## src/rtl/regbank_pkg.sv

```systemverilog
package regbank_pkg;
  localparam int unsigned NSETS    = 4;
  localparam int unsigned NREGS    = 8;
  localparam int unsigned DW       = 8;
  localparam int unsigned SETW     = $clog2(NSETS);
  localparam int unsigned REGW     = $clog2(NREGS);
  localparam int unsigned AW       = REGW + 1;
  localparam int unsigned NTOT     = NSETS * NREGS;
  localparam int unsigned CTRL_SEL = 7;   // control register with bank select and power bit
  localparam int unsigned CTRL_DIS = 6;   // control register with link disable bit
  localparam int unsigned PWR_BIT  = 5;
  localparam int unsigned DIS_BIT  = 7;
  localparam int unsigned SEL_LSB  = 2;

  typedef enum logic [1:0] {
    SEL_NODE = 2'b00,
    SEL_HASH = 2'b01,
    SEL_BUF  = 2'b10,
    SEL_BUFX = 2'b11
  } bank_sel_e;

  // set that appears in the upper window for a given select code
  function automatic logic [SETW-1:0] win_set(input logic [1:0] sel);
    case (bank_sel_e'(sel))
      SEL_NODE: win_set = SETW'(1);
      SEL_HASH: win_set = SETW'(2);
      default:  win_set = SETW'(3);
    endcase
  endfunction
endpackage

```

## src/rtl/regbank_rstsync.sv

```systemverilog
module regbank_rstsync (
  input  logic clk,
  input  logic rst_n,
  output logic rst_n_s
);
  logic stg1_q, stg2_q;

  always_ff @(posedge clk or negedge rst_n) begin
    if (!rst_n) begin
      stg1_q <= 1'b0;
      stg2_q <= 1'b0;
    end else begin
      stg1_q <= 1'b1;
      stg2_q <= stg1_q;
    end
  end

  assign rst_n_s = stg2_q;
endmodule

```

## src/rtl/regbank_decode.sv

```systemverilog
module regbank_decode
  import regbank_pkg::*;
(
  input  logic [AW-1:0]   addr,
  input  logic            word,
  input  logic            wr,
  input  logic [1:0]      bank_sel,
  output logic [NTOT-1:0] raw_we,
  output logic [NTOT-1:0] hi_lane,
  output logic [SETW-1:0] acc_set,
  output logic [REGW-1:0] acc_lo
);
  logic [SETW-1:0] tset;
  logic [REGW-1:0] lo;

  always_comb begin
    tset = addr[AW-1] ? win_set(bank_sel) : '0;
    lo   = word ? {addr[REGW-1:1], 1'b0} : addr[REGW-1:0];
  end

  assign acc_set = tset;
  assign acc_lo  = lo;

  for (genvar s = 0; s < NSETS; s++) begin : g_set
    for (genvar r = 0; r < NREGS; r++) begin : g_reg
      localparam logic [SETW-1:0] SI = SETW'(s);
      localparam logic [REGW-1:0] RI = REGW'(r);
      logic hit;
      always_comb begin
        hit = (RI == lo) || (word && (RI == (lo | REGW'(1))));
        raw_we[s*NREGS+r]  = wr && (tset == SI) && hit;
        hi_lane[s*NREGS+r] = word && RI[0];
      end
    end
  end
endmodule

```

## src/rtl/regbank_pwr.sv

```systemverilog
module regbank_pwr
  import regbank_pkg::*;
(
  input  logic [DW-1:0] dis_q,
  input  logic [DW-1:0] ctl_q,
  input  logic          ctl_we_raw,
  input  logic [DW-1:0] ctl_wbyte,
  output logic          ctl_we,
  output logic [DW-1:0] ctl_d,
  output logic          running
);
  logic run_cur;
  logic allow_down;

  always_comb begin
    run_cur    = ctl_q[PWR_BIT];
    allow_down = dis_q[DIS_BIT];
    ctl_we     = 1'b0;
    ctl_d      = ctl_q;
    if (run_cur) begin
      ctl_we = ctl_we_raw;
      ctl_d  = ctl_wbyte;
      ctl_d[PWR_BIT] = ctl_wbyte[PWR_BIT] | ~allow_down;
    end else begin
      ctl_we = ctl_we_raw & ctl_wbyte[PWR_BIT];
      ctl_d[PWR_BIT] = 1'b1;
    end
  end

  assign running = run_cur;
endmodule

```

## src/rtl/regbank_set.sv

```systemverilog
module regbank_set
  import regbank_pkg::*;
#(
  parameter logic [NREGS*DW-1:0] RST_VAL = '0
) (
  input  logic                clk,
  input  logic                rst_n,
  input  logic [NREGS-1:0]    we,
  input  logic [NREGS*DW-1:0] wd,
  output logic [NREGS*DW-1:0] q
);
  for (genvar r = 0; r < NREGS; r++) begin : g_reg
    logic [DW-1:0] q_r, d_r;

    always_comb begin
      d_r = q_r;
      if (we[r]) d_r = wd[r*DW +: DW];
    end

    always_ff @(posedge clk or negedge rst_n) begin
      if (!rst_n)     q_r <= RST_VAL[r*DW +: DW];
      else if (we[r]) q_r <= d_r;
    end

    assign q[r*DW +: DW] = q_r;
  end
endmodule

```

## src/rtl/regbank_pd.sv

```systemverilog
module regbank_pd
  import regbank_pkg::*;
(
  input  logic               clk,
  input  logic               rst_n,
  input  logic [AW-1:0]      host_addr,
  input  logic [2*DW-1:0]    host_wdata,
  input  logic               host_wr,
  input  logic               host_word,
  output logic [2*DW-1:0]    host_rdata,
  output logic [NTOT*DW-1:0] bank_q,
  output logic               clk_en
);
  localparam int unsigned SEL_IDX = CTRL_SEL;
  localparam int unsigned DIS_IDX = CTRL_DIS;
  localparam logic [NREGS*DW-1:0] CTRL_RST =
    (NREGS*DW)'(1) << (SEL_IDX*DW + PWR_BIT);

  logic                rst_n_s;
  logic [NTOT-1:0]     raw_we, hi_lane, we_all;
  logic [NTOT*DW-1:0]  wd_all, q_all;
  logic [SETW-1:0]     acc_set;
  logic [REGW-1:0]     acc_lo;
  logic [DW-1:0]       ctl_q, dis_q, ctl_wbyte, ctl_d;
  logic                ctl_we, running;
  logic [1:0]          bank_sel;

  regbank_rstsync u_rst (.clk(clk), .rst_n(rst_n), .rst_n_s(rst_n_s));

  assign ctl_q    = q_all[SEL_IDX*DW +: DW];
  assign dis_q    = q_all[DIS_IDX*DW +: DW];
  assign bank_sel = ctl_q[SEL_LSB +: 2];

  regbank_decode u_dec (
    .addr(host_addr), .word(host_word), .wr(host_wr), .bank_sel(bank_sel),
    .raw_we(raw_we), .hi_lane(hi_lane), .acc_set(acc_set), .acc_lo(acc_lo)
  );

  assign ctl_wbyte = hi_lane[SEL_IDX] ? host_wdata[2*DW-1:DW] : host_wdata[DW-1:0];

  regbank_pwr u_pwr (
    .dis_q(dis_q), .ctl_q(ctl_q), .ctl_we_raw(raw_we[SEL_IDX]),
    .ctl_wbyte(ctl_wbyte), .ctl_we(ctl_we), .ctl_d(ctl_d), .running(running)
  );

  for (genvar i = 0; i < NTOT; i++) begin : g_wr
    if (i == SEL_IDX) begin : g_ctl
      assign we_all[i]          = ctl_we;
      assign wd_all[i*DW +: DW] = ctl_d;
    end else begin : g_plain
      assign we_all[i]          = raw_we[i] & running;
      assign wd_all[i*DW +: DW] = hi_lane[i] ? host_wdata[2*DW-1:DW] : host_wdata[DW-1:0];
    end
  end

  for (genvar s = 0; s < NSETS; s++) begin : g_bank
    localparam logic [NREGS*DW-1:0] RV = (s == 0) ? CTRL_RST : '0;
    regbank_set #(.RST_VAL(RV)) u_set (
      .clk(clk), .rst_n(rst_n_s),
      .we(we_all[s*NREGS +: NREGS]),
      .wd(wd_all[s*NREGS*DW +: NREGS*DW]),
      .q(q_all[s*NREGS*DW +: NREGS*DW])
    );
  end

  logic [SETW+REGW-1:0] rd_base, rd_next;
  always_comb begin
    rd_base = {acc_set, acc_lo};
    rd_next = rd_base | (SETW+REGW)'(1);
    host_rdata[DW-1:0]    = q_all[rd_base*DW +: DW];
    host_rdata[2*DW-1:DW] = host_word ? q_all[rd_next*DW +: DW] : '0;
  end

  assign bank_q = q_all;
  assign clk_en = running;
endmodule

```

## config.mk

```make
export PLATFORM = sky130hd
export DESIGN_NAME = regbank_pd
export DESIGN_NICKNAME = d
export VERILOG_FILES = /design/src/rtl/regbank_pkg.sv /design/src/rtl/regbank_rstsync.sv /design/src/rtl/regbank_decode.sv /design/src/rtl/regbank_pwr.sv /design/src/rtl/regbank_set.sv /design/src/rtl/regbank_pd.sv
export SDC_FILE = /design/constraint.sdc
export NUM_CORES = 1
export LEC_CHECK = 0
export ABC_AREA = 1
export BUFFER_PORTS_ARGS = -buffer_cell sky130_fd_sc_hd__buf_2
export CAP_MARGIN = 20
export CORE_MARGIN = 2
export CORE_UTILIZATION = 45
export CTS_CLUSTER_SIZE = 40
export DETAILED_ROUTE_END_ITERATION = 10
export HOLD_SLACK_MARGIN = 0.15
export PLACE_DENSITY = 0.68
export SYNTH_ARGS = -nofsm -noshare
export SYNTH_HDL_FRONTEND = slang
export SYNTH_SLANG_ARGS = --single-unit
export TNS_END_PERCENT = 50
```

## constraint.sdc

```tcl
create_clock -name clk -period 10.5 [get_ports clk]
set_clock_uncertainty 0.1 [all_clocks]
set_input_delay 3.15 -clock clk [delete_from_list [all_inputs] [get_ports clk]]
set_output_delay 3.15 -clock clk [all_outputs]
set_load 0.05 [all_outputs]
```

==> summary.md, run 1 <==
Counting every sink on the clock net gives 258. Synthesis produced a netlist whose cell count is 1848. Among cell families on the critical path, the largest total delay comes from buffers and inverters. The congestion estimate from routability-driven global placement came to 1.00. Yosys mapped the design onto 28 distinct sky130hd cell types. The cell with the largest stage delay on the worst path was buf_2. The first global-routing pass estimated 82400 um of wire. Power spread over the standard cell area amounts to 289 mW/mm^2. The synthesized netlist occupies a cell area of 0.0134 mm^2. For the count of final hold-check violations, the log shows 0. Footprint of the multi-input gates: 0.00615 mm^2. The logs give 0 for the max-slew violation count and 14.3k for the total number of vias. The worst pin sits at a relative slew slack of 34.5%. The sequential cell area fraction in the yosys report came out at 48.4%. The delay of the slowest cell on the worst path works out to 0.55 ns. Die boundary height: 176 um. Measured on the finished design, the core utilization comes to 54.4%.

In this run, post-CTS hold repair placed 0 buffers. The tools report the worst-case vdd ir drop as 0.217 mV. The critical path start-end classification was in -> out. The tools report the number of rows in the core area as 63.

TritonCTS built the clock tree. The routed via count divided by cell count works out to 5.77. For the worst setup path, the data arrival time is 5.64 ns.

After legalization and detailed placement, the total HPWL measured 41800 um. The area growth from synthesis to layout is 19.8%. Once the clock tree was built, the resizer swapped 0 gates to a different size. In this run the standard cell core region covers 0.0294 mm^2. The number of antenna violations at the first check in global routing came out at 0.

Setup violations remaining at the end of the flow were counted as 0. The number of global-route vias before repair is 12.6k. In the final layout, the share of cells above drive strength 1 is 18.8%. Counting the buffers created by CTS gives 27.

Counting both buffers and inverters, the worst setup path holds a total of 4. The logs give 0 for the post-CTS repair timing setup buffer count and 0 for the number of maximum-capacitance constraint violations. The total congestion overflow after global routing was 0. The largest fanout on the critical path is 36, and the starting density of the core is 45.4%. The tools report the starting DRC count in detailed routing as 2046. For this design the static power due to leakage is 0.00850 uW. Clock-pin slew was measured on the worst setup and hold paths at 0.06 ns. The number of I/O pins is 297, and the highest clock frequency the design can meet is 113 MHz. The tightest hold margin is 0.254 ns.

Average routed wire per standard cell: 22.8 um. Area taken by flip-flops and latches: 0.00646 mm^2. The run gives 0 as the yosys synthesis warning count. The cell at the root of the clock tree is clkbuf_16. In the routed design, unresolved DRC markers number 0.

The total number of nets in the final design is 2091. Adding up every negative setup slack in the final design gives 0 ns. The class of the most critical hold timing path is reg -> reg. For the largest buffer count on any clock path, the log shows 3.

The count of nets left with antenna violations once routing finished came out at 0. Data on the critical path is required at its endpoint by 7.25 ns. In the global route stage, overall resource usage came out at 35.9%. The tools report the internal reg-to-reg setup slack as 7.87 ns. The number of flip-flops and latches in the synthesized netlist is 258, and the time the worst path needs with I/O delays and setup is 8.89 ns. Entering global routing, the biggest net connects 81 pins.

Setup repair after global routing left no endpoint under its margin. The later pin in the worst-skew pair is clocked with a latency of 0.56 ns. The die covers 0.0311 mm^2. The number of buffers added on ports is 296, and the aggregate routed wire length is 56500 um. First-pass iteration count of the detailed router: 5. The worst setup path is launched from a primary input. The synthesized area per cell was 7.23 um^2; the net count after synthesis was 1872. The final critical path takes up 84.6% of the cycle.

For the total number of H-tree levels, the log shows 1. Antenna cell count: 0. At the pin with the least slew margin, the transition time is 0.983 ns. The tools report the kind of end point of the critical path as an output pin. The floorplan step set the die width to 176 um. The flow ran to the end, and the final reports show no timing, DRC or antenna violations.

Total of fill cells in the finished design: 2896. The critical path goes through buf_2 -> inv_2 -> nor2_2 -> buf_4 -> nand2_1 -> o21ai_0 -> o21ai_0 -> nand2_1 -> nor2_1 -> nor2_1 -> buf_2.
[kinds of logic after synthesis]
logic type             count (synthesis)  share of synthesized area [%]
AO/OA/AOI/OAI                        315                           12.5
flip-flops                           258                           48.4
AND/OR/NAND/NOR                     1084                           33.4
other                                  1                         0.0281
buffers and inverters                190                           5.71
[path summary, 6_finish.rpt]
check,startpoint,endpoint,cells after the start
max,host_addr[1],host_rdata[14],11
min,u_rst.stg1_q$_DFF_PN0_,u_rst.rst_n_s$_DFF_PN0_,0
max reg2reg,u_rst.rst_n_s$_DFF_PN0_,g_bank[3].u_set.g_reg[7].q_r[3]$_DFFE_PN0P_,2
min reg2reg,u_rst.stg1_q$_DFF_PN0_,u_rst.rst_n_s$_DFF_PN0_,0
max in group asynchronous,u_rst.rst_n_s$_DFF_PN0_,g_bank[3].u_set.g_reg[7].q_r[3]$_DFFE_PN0P_,2
min in group asynchronous,u_rst.rst_n_s$_DFF_PN0_,g_bank[1].u_set.g_reg[2].q_r[5]$_DFFE_PN0P_,0
[Yosys cell counts]
master	n	area (um^2)
dfstp_2	1	26.3
buf_2	30	150
buf_1	14	52.6
clkbuf_1	77	289
a21oi_4	2	32.5
inv_2	5	18.8
nand2_1	830	3120
nor3_4	2	32.5
nand4_1	17	106
nor4_4	2	42.5
nand2_2	7	43.8
a21oi_1	22	110
nor3_2	2	20.0
nor2_1	50	188
o21ai_1	33	165
nand3_1	166	831
dfrtp_1	257	6430
clkinv_4	1	8.76
buf_4	2	15.0
inv_1	61	229
nor2_4	5	56.3
conb_1	1	3.75
a22o_1	1	8.76
nor3_1	1	5.00
a22oi_1	28	210
nand2_4	1	11.3
nor2_2	1	6.26
o21ai_0	229	1150
[report_power, final]
part           total [uW]  internal (uW)  switching, uW  leakage (uW)
sequential           1630           1240            393       0.00342
clock                1110            687            428      0.000488
combinational        1870            401           1470       0.00460
total                4620           2330           2290       0.00850
[placed cells by master, fill, tap and decap left out, types with 2 or more instances in the layout]
master	synthesis	final
nand2_1	830	829
inv_1	61	60
nor2_4	5	5
a21oi_4	2	2
dfrtp_1	257	256
a22oi_1	28	28
nor3_2	2	2
nand2_4	1	2
o21ai_1	33	33
buf_4	2	16
bufinv_16	0	8
nor3_4	2	2
nand4_1	17	17
a21oi_1	22	22
buf_2	30	296
inv_2	5	6
inv_6	0	3
clkinv_4	1	3
nor4_4	2	2
nand3_1	166	166
nand2_2	7	7
o21ai_0	229	229
nor2_2	1	4
clkinvlp_4	0	2
clkbuf_8	0	2
clkbuf_16	0	27
clkbuf_1	77	5
nor2_1	50	47
[final cells by class]
type,count,area share [%]
clock buffers,34,4.51
flip-flops and latches,258,40.4
repair buffers,313,10.1
inverters,67,1.60
well taps,390,3.05
clock inverters,15,1.87
multi-input cells,1400,38.4
[layer usage]
layer	track usage [%]	part of all wire, %	vias up
li1	-	-	6434
met1	56.0	42	6768
met2	49.1	41	985
met3	8.94	14	99
met4	9.50	3.0	0
met5	0	0	-
[metrics by stage]
step / power (uW) / instance area (um^2) / worst slack (ns) / std cells
global placement: 3460 / 15000 / 1.71 / 2428
global route: 4790 / 16000 / 1.38 / 2477
CTS: 4580 / 16000 / 1.67 / 2477
finish: 4620 / 16000 / 1.61 / 2477
floorplan: 2860 / 13400 / 2.32 / 1848
detailed placement: 3480 / 15000 / 1.67 / 2428
[worst reg2reg max path: cells and delay by family (launching register included)]
family,cells,cell delay (ns)
flip-flops,1,1.06
buffers and inverters,2,1.56
[sequential cells by signal, summed over array words and instances (netlist names)]
signal              count
u_rst.stg1_q            1
u_rst.rst_n_s           1
g_bank.u_set.g.q_r    256
Note: power is estimated with default switching activity, not from simulation.
==> run 2: changes to the inputs <==
--- a/config.mk
+++ b/config.mk
@@ -13,7 +13,7 @@
 export CTS_CLUSTER_SIZE = 40
 export DETAILED_ROUTE_END_ITERATION = 10
 export HOLD_SLACK_MARGIN = 0.15
-export PLACE_DENSITY = 0.68
+export PLACE_DENSITY = 0.71
 export SYNTH_ARGS = -nofsm -noshare
 export SYNTH_HDL_FRONTEND = slang
 export SYNTH_SLANG_ARGS = --single-unit
==> constraint.sdc (replaced) <==
create_clock -name clk -period 8.1 [get_ports clk]
set_clock_uncertainty 0.1 [all_clocks]
set_input_delay 2.43 -clock clk [delete_from_list [all_inputs] [get_ports clk]]
set_output_delay 2.43 -clock clk [all_outputs]
set_load 0.05 [all_outputs]
==> summary.md, run 2 (synthesis gave the netlist of run 1 again) <==
TritonCTS built the clock tree. Setup repair after global routing left no endpoint under its margin. The slowest stage of the critical path is the buf_4 cell.

The logs give 2481 (+0.16%) for the filler-free cell count of the finished design and 0 (unchanged) for the max-slew violation count. Walking the worst path, the cells encountered are buf_2 -> inv_2 -> buf_4 -> nand3_1 -> nand2_1 -> nand2_1 -> nand3_1 -> nand3_1 -> nand2_1 -> inv_1 -> nand2_1 -> buf_2. The power density over the cells is 369 mW/mm^2 (+28%).

For the last weighted congestion value of the routability-driven placer, the log shows 0.995 (-0.56%). The library cell used most frequently in the layout, excluding fill and tap cells, is nand2_1. The starting density of the core came out at 45.4% (unchanged). The number of buffers added on ports works out to 296 (unchanged). The area of the placeable core is 0.0294 mm^2 (unchanged). The logs give 0 (unchanged) for the post-CTS repair timing setup buffer count and 1 (+1) for the number of antenna violations at the first check in global routing. The number of cells after detailed placement was 2431 (+0.12%). The fraction of layout cells with a size suffix above 1 works out to 18.9% (+0.11 points). The logs give 0 (unchanged) for the total congestion overflow after global routing and 2095 (+0.19%) for the total number of nets in the final design. The leakage power total is 0.00849 uW (-0.18%), and the clock sink count is 258 (unchanged).

The total number of vias was 14.6k (+2.1%). After layout, the minimum clock period comes to 7.20 ns. Compared with the post-synthesis result, the final layout area differs by 19.3%.

The run finished with clean final reports. The post-layout instance area was 0.0159 mm^2 (-0.42%); the flip-flop count of the largest register, all copies and words added was 256 (unchanged). In this run the worst hold path is classified as reg -> reg. The delay of the slowest cell on the worst path was 0.68 ns (+0.13 ns).

The critical path in this run is classified as in -> out. The largest buffer count on any clock path is 3 (unchanged), and the die boundary height is 176 um (unchanged). Number of rows in the core area: 63 (unchanged).

The routed via count divided by cell count works out to 5.88 (+1.9%). The most numerous cell type found on the critical path is nand2_1. The tree is rooted in a clkbuf_16.

The worst-case vdd ir drop was 0.300 mV (+38%); the aggregate routed wire length was 58200 um (+3.1%). Total number of H-tree levels: 1 (unchanged). The logs give 36.4% (+1.1 points) for the sequential power share and 42100 um (+0.83%) for the post-detailed-placement half-perimeter wirelength. The share of total power consumed by net switching is 50.9% (+1.3 points). The run gives 4.67 ns (-0.97 ns) as the data arrival time of the critical path. For the final number of setup-violating endpoints, the log shows 0 (unchanged). The placed standard-cell area was 0.0150 mm^2 (+0.15%). The number of I/O pins is 297 (unchanged). The largest fanout on the critical path is 80 (+120%).

The clock power share is 22.2% (-1.9 points), and the number of maximum-capacitance constraint violations is 0 (unchanged). The post-route DRC violation count is 0 (unchanged). The starting DRC count in detailed routing came out at 2219 (+8.5%). STA classifies the critical path endpoint as an output pin. The total of fill cells in the finished design is 2917 (+0.73%).

The residual antenna-violating net count after detailed routing is 0 (unchanged). The tools report the highest clock frequency the design can meet as 139 MHz. The relative slew slack came out at 35.9% (+1.4 points). The quantity of gates resized following cts is 0 (unchanged), and the final-layout setup total negative slack is 0 ns (unchanged). The slew at the pin closest to its max-slew limit came out at 0.961 ns (-0.0213 ns).

The antenna cell count is 0 (unchanged), and the clock-pin slew of the registers on the worst-case setup and hold paths is 0.06 ns (about the same). The logs give 0 (unchanged) for the number of buffers inserted by hold repair at cts and 5.57 ns (-1.68 ns) for the required time at the endpoint of the critical path. The tightest hold margin is 0.247 ns (-0.00690 ns). The first-pass iteration count of the detailed router is 6 (+1), and the number of buffers inserted during clock tree synthesis is 28 (+3.7%). The library cells used most frequently in the layout, excluding fill and tap cells, are nand2_1 (829), buf_2 (296), dfrtp_1 (256).

The average routed wire per standard cell came out at 23.5 um (+2.9%). The startpoint type of the worst setup path is a primary input. The pin count of the biggest net entering global routing was 81 (unchanged). More flip-flops sit in one register than any other, and that register is g_bank.u_set.g.q_r. The period utilization came out at 88.9%. The combined buffer and inverter count along the critical path came out at 5 (+1). On the critical path the largest part of the delay comes from buffers and inverters. The clock insertion delay at the later pin of the skew report is 0.56 ns (about the same), and the share of power burned in combinational logic is 41.4% (+0.9 points). Net switching component of the power: 2990 uW (+31%). The logs give 2880 uW (+24%) for the internal portion of total power and 0.0311 mm^2 (unchanged) for the full die area. The number of global-route vias before repair is 12.9k (+2.7%), and the total power after layout is 5880 uW (+27%). The die width was 176 um (unchanged); the overall global routing resource usage was 37.1% (+1.2 points).

The count of final hold-check violations is 0 (unchanged), and the wire length of the first global-routing pass is 85500 um (+3.7%).
[run 2: final timing paths]
check                                                                  from                                     endpoint  slack [ns]  cells after the start
worst min register to register                       u_rst.stg1_q$_DFF_PN0_                      u_rst.rst_n_s$_DFF_PN0_        0.25                      0
worst min-delay path                                 u_rst.stg1_q$_DFF_PN0_                      u_rst.rst_n_s$_DFF_PN0_        0.25                      0
min in group asynchronous                           u_rst.rst_n_s$_DFF_PN0_  g_bank[1].u_set.g_reg[0].q_r[6]$_DFFE_PN0P_        0.30                      0
worst max register to register  g_bank[0].u_set.g_reg[7].q_r[3]$_DFFE_PN0P_  g_bank[1].u_set.g_reg[1].q_r[0]$_DFFE_PN0P_        5.65                      6
worst max-delay path                                              host_word                                host_rdata[4]        0.90                     12
max in group asynchronous                           u_rst.rst_n_s$_DFF_PN0_  g_bank[2].u_set.g_reg[3].q_r[5]$_DFFE_PN0P_        6.17                      1
[run 2: area by class of cell]
cell class,count,area [um^2],share of cell area [%]
timing repair buffer,316,1640,10.3
clock inverter,7,72.6,0.456
tap,390,488,3.06
clock buffer,43,858,5.39
inverter,67,256,1.61
sequential,258,6460,40.6
multi-input combinational,1400,6150,38.6
[run 2: power by group through the flow]
| stage | logic [uW] | clock network, uW | registers, uW |
|---|---|---|---|
| 3_3_place_gp | 2390 | 0 | 2110 |
| 3_5_place_dp | 2420 | 0 | 2110 |
| 2_1_floorplan | 704 | 0 | 3010 |
| 4_1_cts | 2420 | 1310 | 2100 |
| 5_1_grt | 2590 | 1370 | 2140 |
| 6_report | 2430 | 1300 | 2140 |
[run 2: stage by stage]
stage / worst slack, ns / utilization, %
after floorplan: 0.279 / -
after global placement: 0.960 / 51.0
after detailed placement: 0.962 / 51.0
after CTS: 0.956 / 54.2
after global routing: 0.727 / 54.2
final: 0.898 / 54.2
[run 2: layer usage]
layer / up-vias / track usage, % / wire (um)
met4: 2 / 12.7 / 2090
met5: - / 0 / 15
met2: 1113 / 49.4 / 23300
met3: 110 / 8.35 / 7980
met1: 6937 / 58.3 / 24800
li1: 6419 / - / -
